===== src/rtl/wbp_pkg.sv =====
package wbp_pkg;
  typedef enum logic [1:0] {
    XF_IDLE  = 2'd0,
    XF_READ  = 2'd1,
    XF_WRITE = 2'd2
  } xfer_mode_e;

  localparam logic [7:0] CMD_BUF_RD = 8'h40;
  localparam logic [7:0] CMD_BUF_WR = 8'hC0;
endpackage


===== src/rtl/wbp_ctrl.sv =====
module wbp_ctrl
  import wbp_pkg::*;
#(
  parameter int DEPTH = 256,
  parameter int CW    = $clog2(DEPTH) + 1
) (
  input  logic            clk,
  input  logic            rst_n,
  input  logic            cnt_we,
  input  logic [15:0]     cnt_wdata,
  input  logic            cmd_we,
  input  logic [7:0]      cmd_code,
  input  logic            wr_fire,
  input  logic            rd_fire,
  output xfer_mode_e      mode,
  output logic [CW-1:0]   ptr,
  output logic            done,
  output logic            fetch_pend,
  output logic            eot,
  output logic            cmd_ok,
  output logic            we_even,
  output logic            we_odd
);
  logic [CW-1:0] count_q, ptr_q, ptr_nxt, cnt_clamped;
  logic          cmd_rd, cmd_wr, active, step, last;

  assign cmd_rd  = cmd_we && (cmd_code == CMD_BUF_RD);
  assign cmd_wr  = cmd_we && (cmd_code == CMD_BUF_WR);
  assign cmd_ok  = cmd_rd || cmd_wr;
  assign active  = (mode != XF_IDLE) && !done;
  assign step    = !cmd_we && active &&
                   (((mode == XF_READ) && rd_fire) || ((mode == XF_WRITE) && wr_fire));
  assign ptr_nxt = ptr_q + CW'(2);
  assign last    = (ptr_nxt >= count_q);
  assign cnt_clamped = (cnt_wdata > 16'(DEPTH)) ? CW'(DEPTH) : cnt_wdata[CW-1:0];

  assign we_even = step && (mode == XF_WRITE);
  assign we_odd  = we_even && ((ptr_q + CW'(1)) < count_q);
  assign ptr     = ptr_q;

  always_ff @(posedge clk) begin
    if (!rst_n) begin
      count_q    <= '0;
      ptr_q      <= '0;
      mode       <= XF_IDLE;
      done       <= 1'b0;
      eot        <= 1'b0;
      fetch_pend <= 1'b0;
    end else begin
      if (cnt_we) count_q <= cnt_clamped;
      if (cmd_ok) begin
        mode       <= cmd_rd ? XF_READ : XF_WRITE;
        ptr_q      <= '0;
        done       <= (count_q == '0);
        eot        <= (count_q == '0);
        fetch_pend <= cmd_rd;
      end else if (step) begin
        ptr_q      <= ptr_nxt;
        done       <= last;
        eot        <= last;
        fetch_pend <= (mode == XF_READ);
      end else begin
        eot        <= 1'b0;
        fetch_pend <= 1'b0;
      end
    end
  end
endmodule


===== src/rtl/wbp_ram.sv =====
module wbp_ram #(
  parameter int DEPTH = 256,
  parameter int WORDS = DEPTH / 2,
  parameter int AW    = $clog2(WORDS)
) (
  input  logic            clk,
  input  logic            rst_n,
  input  logic [AW-1:0]   addr,
  input  logic [1:0]      we,
  input  logic [1:0][7:0] wd,
  output logic [1:0][7:0] q
);
  // Lane 1 holds even byte addresses (word bits 15:8), lane 0 the odd ones.
  for (genvar l = 0; l < 2; l++) begin : g_lane
    logic [7:0] mem [WORDS];
    always_ff @(posedge clk) begin
      if (we[l]) mem[addr] <= wd[l];
    end
    always_ff @(posedge clk) begin
      if (!rst_n) q[l] <= '0;
      else        q[l] <= mem[addr];
    end
  end
endmodule


===== src/rtl/wbp_status.sv =====
module wbp_status #(
  parameter int EOT_BIT = 2
) (
  input  logic       clk,
  input  logic       rst_n,
  input  logic       eot,
  input  logic       cmd_ok,
  input  logic       irq_we,
  input  logic [7:0] irq_wdata,
  output logic [7:0] irq_status,
  output logic       buf_done
);
  logic irq_q;

  always_ff @(posedge clk) begin
    if (!rst_n) begin
      irq_q    <= 1'b0;
      buf_done <= 1'b0;
    end else begin
      if (eot) irq_q <= 1'b1;
      else if (irq_we && irq_wdata[EOT_BIT]) irq_q <= 1'b0;
      if (cmd_ok)   buf_done <= 1'b0;
      else if (eot) buf_done <= 1'b1;
    end
  end

  always_comb begin
    irq_status          = '0;
    irq_status[EOT_BIT] = irq_q;
  end
endmodule


===== src/rtl/wordbuf_port.sv =====
module wordbuf_port
  import wbp_pkg::*;
#(
  parameter int DEPTH = 256,
  parameter int CW    = $clog2(DEPTH) + 1,
  parameter int AW    = $clog2(DEPTH) - 1
) (
  input  logic        clk,
  input  logic        rst_n,
  input  logic        cnt_we,
  input  logic [15:0] cnt_wdata,
  input  logic        cmd_we,
  input  logic [7:0]  cmd_code,
  input  logic        wr_valid,
  output logic        wr_ready,
  input  logic [15:0] wr_data,
  output logic        rd_valid,
  input  logic        rd_ready,
  output logic [15:0] rd_data,
  input  logic        irq_we,
  input  logic [7:0]  irq_wdata,
  output logic [7:0]  irq_status,
  output logic        buf_done,
  output logic        eot_pulse
);
  xfer_mode_e      mode;
  logic [CW-1:0]   ptr;
  logic            done, fetch_pend, cmd_ok, we_even, we_odd;
  logic [1:0][7:0] ram_q, ram_wd;

  assign wr_ready = !cmd_we;
  assign rd_valid = (mode == XF_READ) && !fetch_pend;
  assign rd_data  = done ? 16'h0000 : {ram_q[1], ram_q[0]};
  assign ram_wd   = {wr_data[15:8], wr_data[7:0]};

  wbp_ctrl #(.DEPTH(DEPTH), .CW(CW)) u_ctrl (
    .clk(clk), .rst_n(rst_n),
    .cnt_we(cnt_we), .cnt_wdata(cnt_wdata),
    .cmd_we(cmd_we), .cmd_code(cmd_code),
    .wr_fire(wr_valid && wr_ready), .rd_fire(rd_valid && rd_ready),
    .mode(mode), .ptr(ptr), .done(done), .fetch_pend(fetch_pend),
    .eot(eot_pulse), .cmd_ok(cmd_ok), .we_even(we_even), .we_odd(we_odd)
  );

  wbp_ram #(.DEPTH(DEPTH), .WORDS(DEPTH / 2), .AW(AW)) u_ram (
    .clk(clk), .rst_n(rst_n),
    .addr(ptr[CW-2:1]),
    .we({we_even, we_odd}),
    .wd(ram_wd),
    .q(ram_q)
  );

  wbp_status #(.EOT_BIT(2)) u_status (
    .clk(clk), .rst_n(rst_n),
    .eot(eot_pulse), .cmd_ok(cmd_ok),
    .irq_we(irq_we), .irq_wdata(irq_wdata),
    .irq_status(irq_status), .buf_done(buf_done)
  );
endmodule


===== config.mk =====
export PLATFORM = sky130hd
export DESIGN_NAME = wordbuf_port
export DESIGN_NICKNAME = d
export VERILOG_FILES = /design/src/rtl/wbp_pkg.sv /design/src/rtl/wbp_ctrl.sv /design/src/rtl/wbp_ram.sv /design/src/rtl/wbp_status.sv /design/src/rtl/wordbuf_port.sv
export SDC_FILE = /design/constraint.sdc
export NUM_CORES = 2
export LEC_CHECK = 0
export BUFFER_PORTS_ARGS = -buffer_cell sky130_fd_sc_hd__buf_4
export CAP_MARGIN = 10
export CORE_MARGIN = 1.5
export CORE_UTILIZATION = 63
export DETAILED_ROUTE_END_ITERATION = 8
export PLACE_DENSITY = 0.89
export SYNTH_ARGS = -nofsm -noshare
export SYNTH_HDL_FRONTEND = slang
export SYNTH_SLANG_ARGS = --single-unit

===== constraint.sdc =====
create_clock -name clk -period 4.56 [get_ports clk]
set_input_delay 0.456 -clock clk [delete_from_list [all_inputs] [get_ports clk]]
set_output_delay 0.456 -clock clk [all_outputs]
set_load 0.02 [all_outputs]

==> Word level (Yosys, flattened, before mapping) <==
Memories as Yosys holds them, arrays and structs flattened. A register that Yosys moved wholly into a read port is not among the register bits.
Cells that the tools add are included.
{ "op_classes": {"n_bitwise": 1, "magnitude_cmp": 3, "reduce_logical": 25, "mux": 15, "add_sub_neg": 2, "eq_ne": 4} }
{ "op_table": {"columns": ["cell", "count"], "rows": [
  ["> comparator 16 x 9 -> 1 bit (second input constant)", 1],
  ["two-way mux 16 bit", 1],
  ["logical AND 1 bit", 13],
  ["two-way mux 1 bit", 12],
  ["adder 9 x 1 -> 9 bit (second input constant)", 1],
  ["adder 9 x 2 -> 9 bit (second input constant)", 1],
  ["greater-or-equal comparator 9 bit", 1],
  ["logical NOT 9 bit", 1],
  ["< comparator 9 bit", 1],
  ["two-way mux 9 bit", 1],
  ["equality test 8 x 7 -> 1 bit (second input constant)", 1],
  ["equality test 8 bit (second input constant)", 1],
  ["nonzero test 2 bit", 3],
  ["logical NOT 1 bit", 5],
  ["equality test 2 x 1 -> 1 bit (second input constant)", 1],
  ["equality test 2 bit (second input constant)", 1],
  ["logical OR 1 bit", 2],
  ["two-way mux 2 bit", 1],
  ["OR reduction 2 bit", 1],
  ["inverter 1 bit", 1]
]} }
{ "word_totals": {"ram_bits": 2048, "ff_bits": 25, "inputBits": 55, "mem_count": 2, "word_cells": 60} }
{ "mem_list": {"columns": ["name", "words", "word_bits", "rd", "rd_ports_with_merged_regs", "write_ports", "line_no", "source"], "rows": [
  ["u_ram.g_lane[0].mem", 128, 8, 1, 1, 1, "wbp_ram.sv:15", "logic [7:0] mem [WORDS];"],
  ["u_ram.g_lane[1].mem", 128, 8, 1, 1, 1, "wbp_ram.sv:15", null]
]} }

==> Longest topological paths before layout <==
{ "logic_depth": {"word_depth": 10, "ltp_mapped": 15} }

==> Cells and area by module <==
Synthesis repeated with hierarchy kept, for this count alone.
{ "hier_totals": {"cells_unflattened": 5098, "area_unflattened_um2": 81722.1} }
{ "modules_own_cells": {"columns": ["mod", "area_each_um2", "seq_area_each_um2", "cells_per_inst", "instances"], "rows": [
  ["wbp_ram", 80015.5, 61819.3, 4899, 1],
  ["wbp_ctrl", 1397.6, 440.4, 162, 1],
  ["wordbuf_port", 173.9, 0.0, 21, 1],
  ["wbp_status", 135.1, 40.0, 16, 1]
]} }

==> Worst setup path after synthesis <==
Ideal clock, no wire load.
{ "synth_path": {"kind": "register to register", "start": "register u_ctrl.ptr_q[1] (netlist: u_ctrl.ptr[1])", "end": "memory u_ram.g_lane[0].mem[127][0] (enable)", "required_ps": 4175, "period_less_slack_ps": 3382, "path_stages_with_launch": 16, "setup_slack_ps": 1178, "arrival_ps": 2997, "n_path_buf": 6, "path_cell_list": "dfxtp_1 buf_6 buf_6 buf_6 buf_6 buf_4 inv_1 ha_1 nor2b_1 o21a_1 o21a_1 o21a_1 o21ai_1 a21oi_1 clkbuf_1 nor3b_1"} }
{ "synth_via": {"elab_chain_len": 5} }
{ "synth_rtl": {"columns": ["element", "line_no", "source"], "rows": [
  ["start: declaration", "wbp_ctrl.sv:24", "logic [CW-1:0] count_q, ptr_q, ptr_nxt, cnt_clamped;"],
  ["start signal: assignment", "wbp_ctrl.sv:58", "ptr_q <= ptr_nxt;"],
  ["adder 9 x 1 -> 9 bit", "wbp_ctrl.sv:38", "assign we_odd = we_even && ((ptr_q + CW'(1)) < count_q);"],
  ["< comparator 9 bit", "wbp_ctrl.sv:38", null],
  ["logical AND 1 bit", "wbp_ctrl.sv:38", null],
  ["two-way mux 1 bit", "wbp_ram.sv:17", "if (we[l]) mem[addr] <= wd[l];"],
  ["two-way mux 1 bit (not written as such)", "wbp_ram.sv:17", null],
  ["end: declaration", "wbp_ram.sv:15", null]
]} }
Parallel ways exist; a longest one is shown, timed or not.

==> metrics.cfg <==
[detailed_routing]
drtPass1Iterations = 8
drtIter0Drc = 8684
met2WireLength_mm = 101
top_layer = met5
ant_nets = 0
m1WireLength_mm = 71.9
viasPerCell = 7.18
dr_total_vias = 49201
wl_per_cell_um = 31.9
drt_wl_total_mm = 219
route.met3.wl_mm = 31.4
drcViolationCount = 0

[place]
dp_hpwl_mm = 117
gp_congestion = 0.909
place_area_um2 = 85000
io_buffers = 68

[logic_synthesis]
ys.flop_type = edfxtp_1
synth_area_leaders = edfxtp_1 (75%), mux2i_1 (13%), o22ai_1 (3.9%)
syn_area_um2 = 82000
synth_most_common_cell = edfxtp_1
synthMuxAreaShare_pct = 12.5
ys_ff_latch = 2088
synth-seq-area-share_pct = 76.0
synth_fa_ha_area_share_pct = 0.260
yosys.area_share.simple_pct = 2.33
synth.avg_cell_area_um2 = 17.2
synth_edf_count = 2048
yosysTopAreaCellShare_pct = 75.0
synth_top_cells_by_count = edfxtp_1 (2048), mux2i_1 (1025), o22ai_1 (512), o21ai_0 (269), buf_2 (183)
synth_top_family_by_area = multiplexers
synth_compound_area_share_pct = 6.68
ys_warn_count = 0
synth_xor_area_share_pct = 0.0962
syn_inst = 4762
ys_async_sr_fraction_pct = 0
post_synth_num_cell_types = 50
synth_top_cell_by_area = edfxtp_1

[sta]
skew_ns = 0.0335
hold_viol = 0
slew_viol_final = 0
slew_headroom_pct = 3.59
tightest_slew_ns = 1.44
min_period_ns = 4.16
timing.final.crit_share_pct = 91.2
tns_ns = 0
rsz0062_at_grt = no
fmax_ghz = 0.240
finalSetupViolCount = 0

[setup_path]
r2r_end = u_ram.q[3]
slowest_stage = dfxtp_4
critPathKind = flop to flop
cp_max_fo = 48
critical_path.most_common_cell = buf_4
arrival_ns = 4.86
worst-path-buf-inv = 2
path_delay_family = buffers and inverters
slowest_delay_ns = 0.83
r2r-start = u_ctrl.ptr[1]
crit_chain = buf_4 > buf_4 > mux2i_1 > o22ai_1 > o21ai_0 > a41oi_1 > o41a_1
cp-start-kind = flop
required_ns = 5.26
rr_worst_depth = 7
regToRegSetupSlack_ns = 0.40
crit_path_end_kind = flop

[die]
initial_utilization_pct = 63.4
core_um2 = 129000
ios = 83
die_w_um = 364
die_h_um = 364
die-area_um2 = 132000
rows = 132

[pwr]
swShare_pct = 19.9
p_int_mw = 29.8
pwr-share-seq_pct = 56.6
power_mw = 37.2
combPwrFrac_pct = 1.4
powerDensity_nw_per_um2 = 408
ir_worst_vdd_uv = 434
p_leak_nw = 26.6
p_clk_share_pct = 42.0
switchingPower_mw = 7.40

[clocking]
clock-sinks = 2088
clk_latency_ns = 0.83
clk_pin_slew_ns = 0.06
h-tree-depth = 4
cts_tree = done
post_cts_buffers = 0
clockBufferDepth = 3
cts-buffers-inserted = 184
cts-root-buf = clkbuf_16

[cells_and_area]
syn2layout_area_growth_pct = 11.2
stdcell_area_um2 = 91100
fin_nets = 5017
drive_above_1_share_pct = 11.7
fin_util_pct = 70.5

[run]
cap_violations = 0

[global_routing]
antenna_found_initial = 12
grt_pass1_wl_mm = 315
gr-total-overflow = 0
grt_max_degree = 145
track_usage_pct = 32.6
grt_pass1_vias = 47826

[worst_hold_path]
hold_start = cnt_wdata[5]
hold_path_class = input pin to flop
worstHoldPathCells = 4
whs_endpoint = u_ctrl.count_q[5]

[run_status]
status = finished, final reports clean

how the worst max path moves through the flow:
stage	cells past startpoint	from	end
after global routing	7	u_ctrl.ptr[1]	u_ram.q[3]
after detailed placement	7	u_ctrl.ptr[1]	u_ram.q[3]
after floorplan	15	u_ctrl.ptr[1]	u_ram.g_lane[0].mem[127][0]
after global placement	7	u_ctrl.ptr[1]	u_ram.q[3]
after CTS	7	u_ctrl.ptr[1]	u_ram.q[3]
final	7	u_ctrl.ptr[1]	u_ram.q[3]
metal layers:
metal,track usage [%],up-vias
met5,0,-
met4,18.0,10
met3,9.93,1035
met2,50.8,4828
met1,41.3,23839
li1,-,19489
power by group through the flow:
stage | combinational (mW) | sequential [mW] | clock (mW)
global route | 0.512 | 21.0 | 16.3
global placement | 0.432 | 21.5 | 0
CTS | 0.480 | 21.1 | 15.5
detailed placement | 0.466 | 21.5 | 0
finish | 0.506 | 21.1 | 15.6
floorplan | 0.0804 | 21.5 | 0
cell type report:
| cell class | count | area [um^2] |
|---|---|---|
| well taps | 1742 | 2180 |
| clock buffers | 238 | 5040 |
| clock inverters | 102 | 938 |
| diodes | 8 | 20.0 |
| repair buffers | 309 | 2570 |
| multi-input cells | 2350 | 18000 |
| inverters | 12 | 45.0 |
| fillers | 6719 | 38200 |
| flip-flops and latches | 2088 | 62300 |
logic make-up (layout without fill, tap and decap cells):
| kind of cell | count (synthesis) | after routing |
|---|---|---|
| adders and majority gates | 17 | 17 |
| AOI/OAI and AO/OA | 886 | 886 |
| other | 1 | 15 |
| and+or+nand+nor | 406 | 406 |
| xor gates and xnor gates | 9 | 9 |
| buffers and inverters | 330 | 661 |
| muxes | 1025 | 1025 |
| DFF | 2088 | 2088 |
cells in the final DEF (no fill, tap or decap), types with 7 or more instances in the layout:
master,count
diode_2,8
clkinv_2,37
mux2i_1,1025
and2_1,11
nor2_1,138
clkinvlp_4,10
clkinv_1,29
nor3_1,127
nand2_1,46
dlygate4sd3_1,8
a41oi_1,65
bufinv_16,15
clkbuf_16,192
edfxtp_1,2048
o21ai_0,269
buf_4,273
buf_12,20
nand3_1,21
conb_1,7
ha_1,17
o41a_1,16
dfxtp_1,39
a21oi_1,8
nor2b_1,26
clkbuf_1,40
inv_1,12
xnor2_1,7
o22ai_1,512
repair_timing:
item | CTS | global route
endpoints found under the setup margin | 0 | 0
gates resized for setup | 0 | 0
hold buffers | 8 | 0
hold endpoints to repair | 8 | 0
stage by stage:
step / hold slack [ns] / worst slack (ns) / std cells
after floorplan: 0.477 / 1.18 / 4768
after global placement: 0.489 / 0.697 / 6485
after detailed placement: 0.510 / 0.570 / 6485
after CTS: 0.0261 / 0.495 / 6833
after global routing: 0.0826 / 0.326 / 6841
final: 0.0811 / 0.401 / 6849
tightest hold or removal path, cell delays in order:
cell,delay [ns]
buf_4,0.09
nand2_1,0.10
o21ai_0,0.08
and2_1,0.13
flip-flops by register name, indices dropped and copies added (netlist names):
| name | count |
|---|---|
| u_ctrl.count_q | 9 |
| u_ctrl.ptr | 8 |
| u_ram.q | 16 |
| u_ctrl.eot | 1 |
| u_status.buf_done | 1 |
| u_ram.g_lane.mem | 2048 |
| u_ctrl.fetch_pend | 1 |
| u_ctrl.done | 1 |
| u_ctrl.mode | 2 |
| u_status.irq_q | 1 |
(Power assumes the default switching activity.)
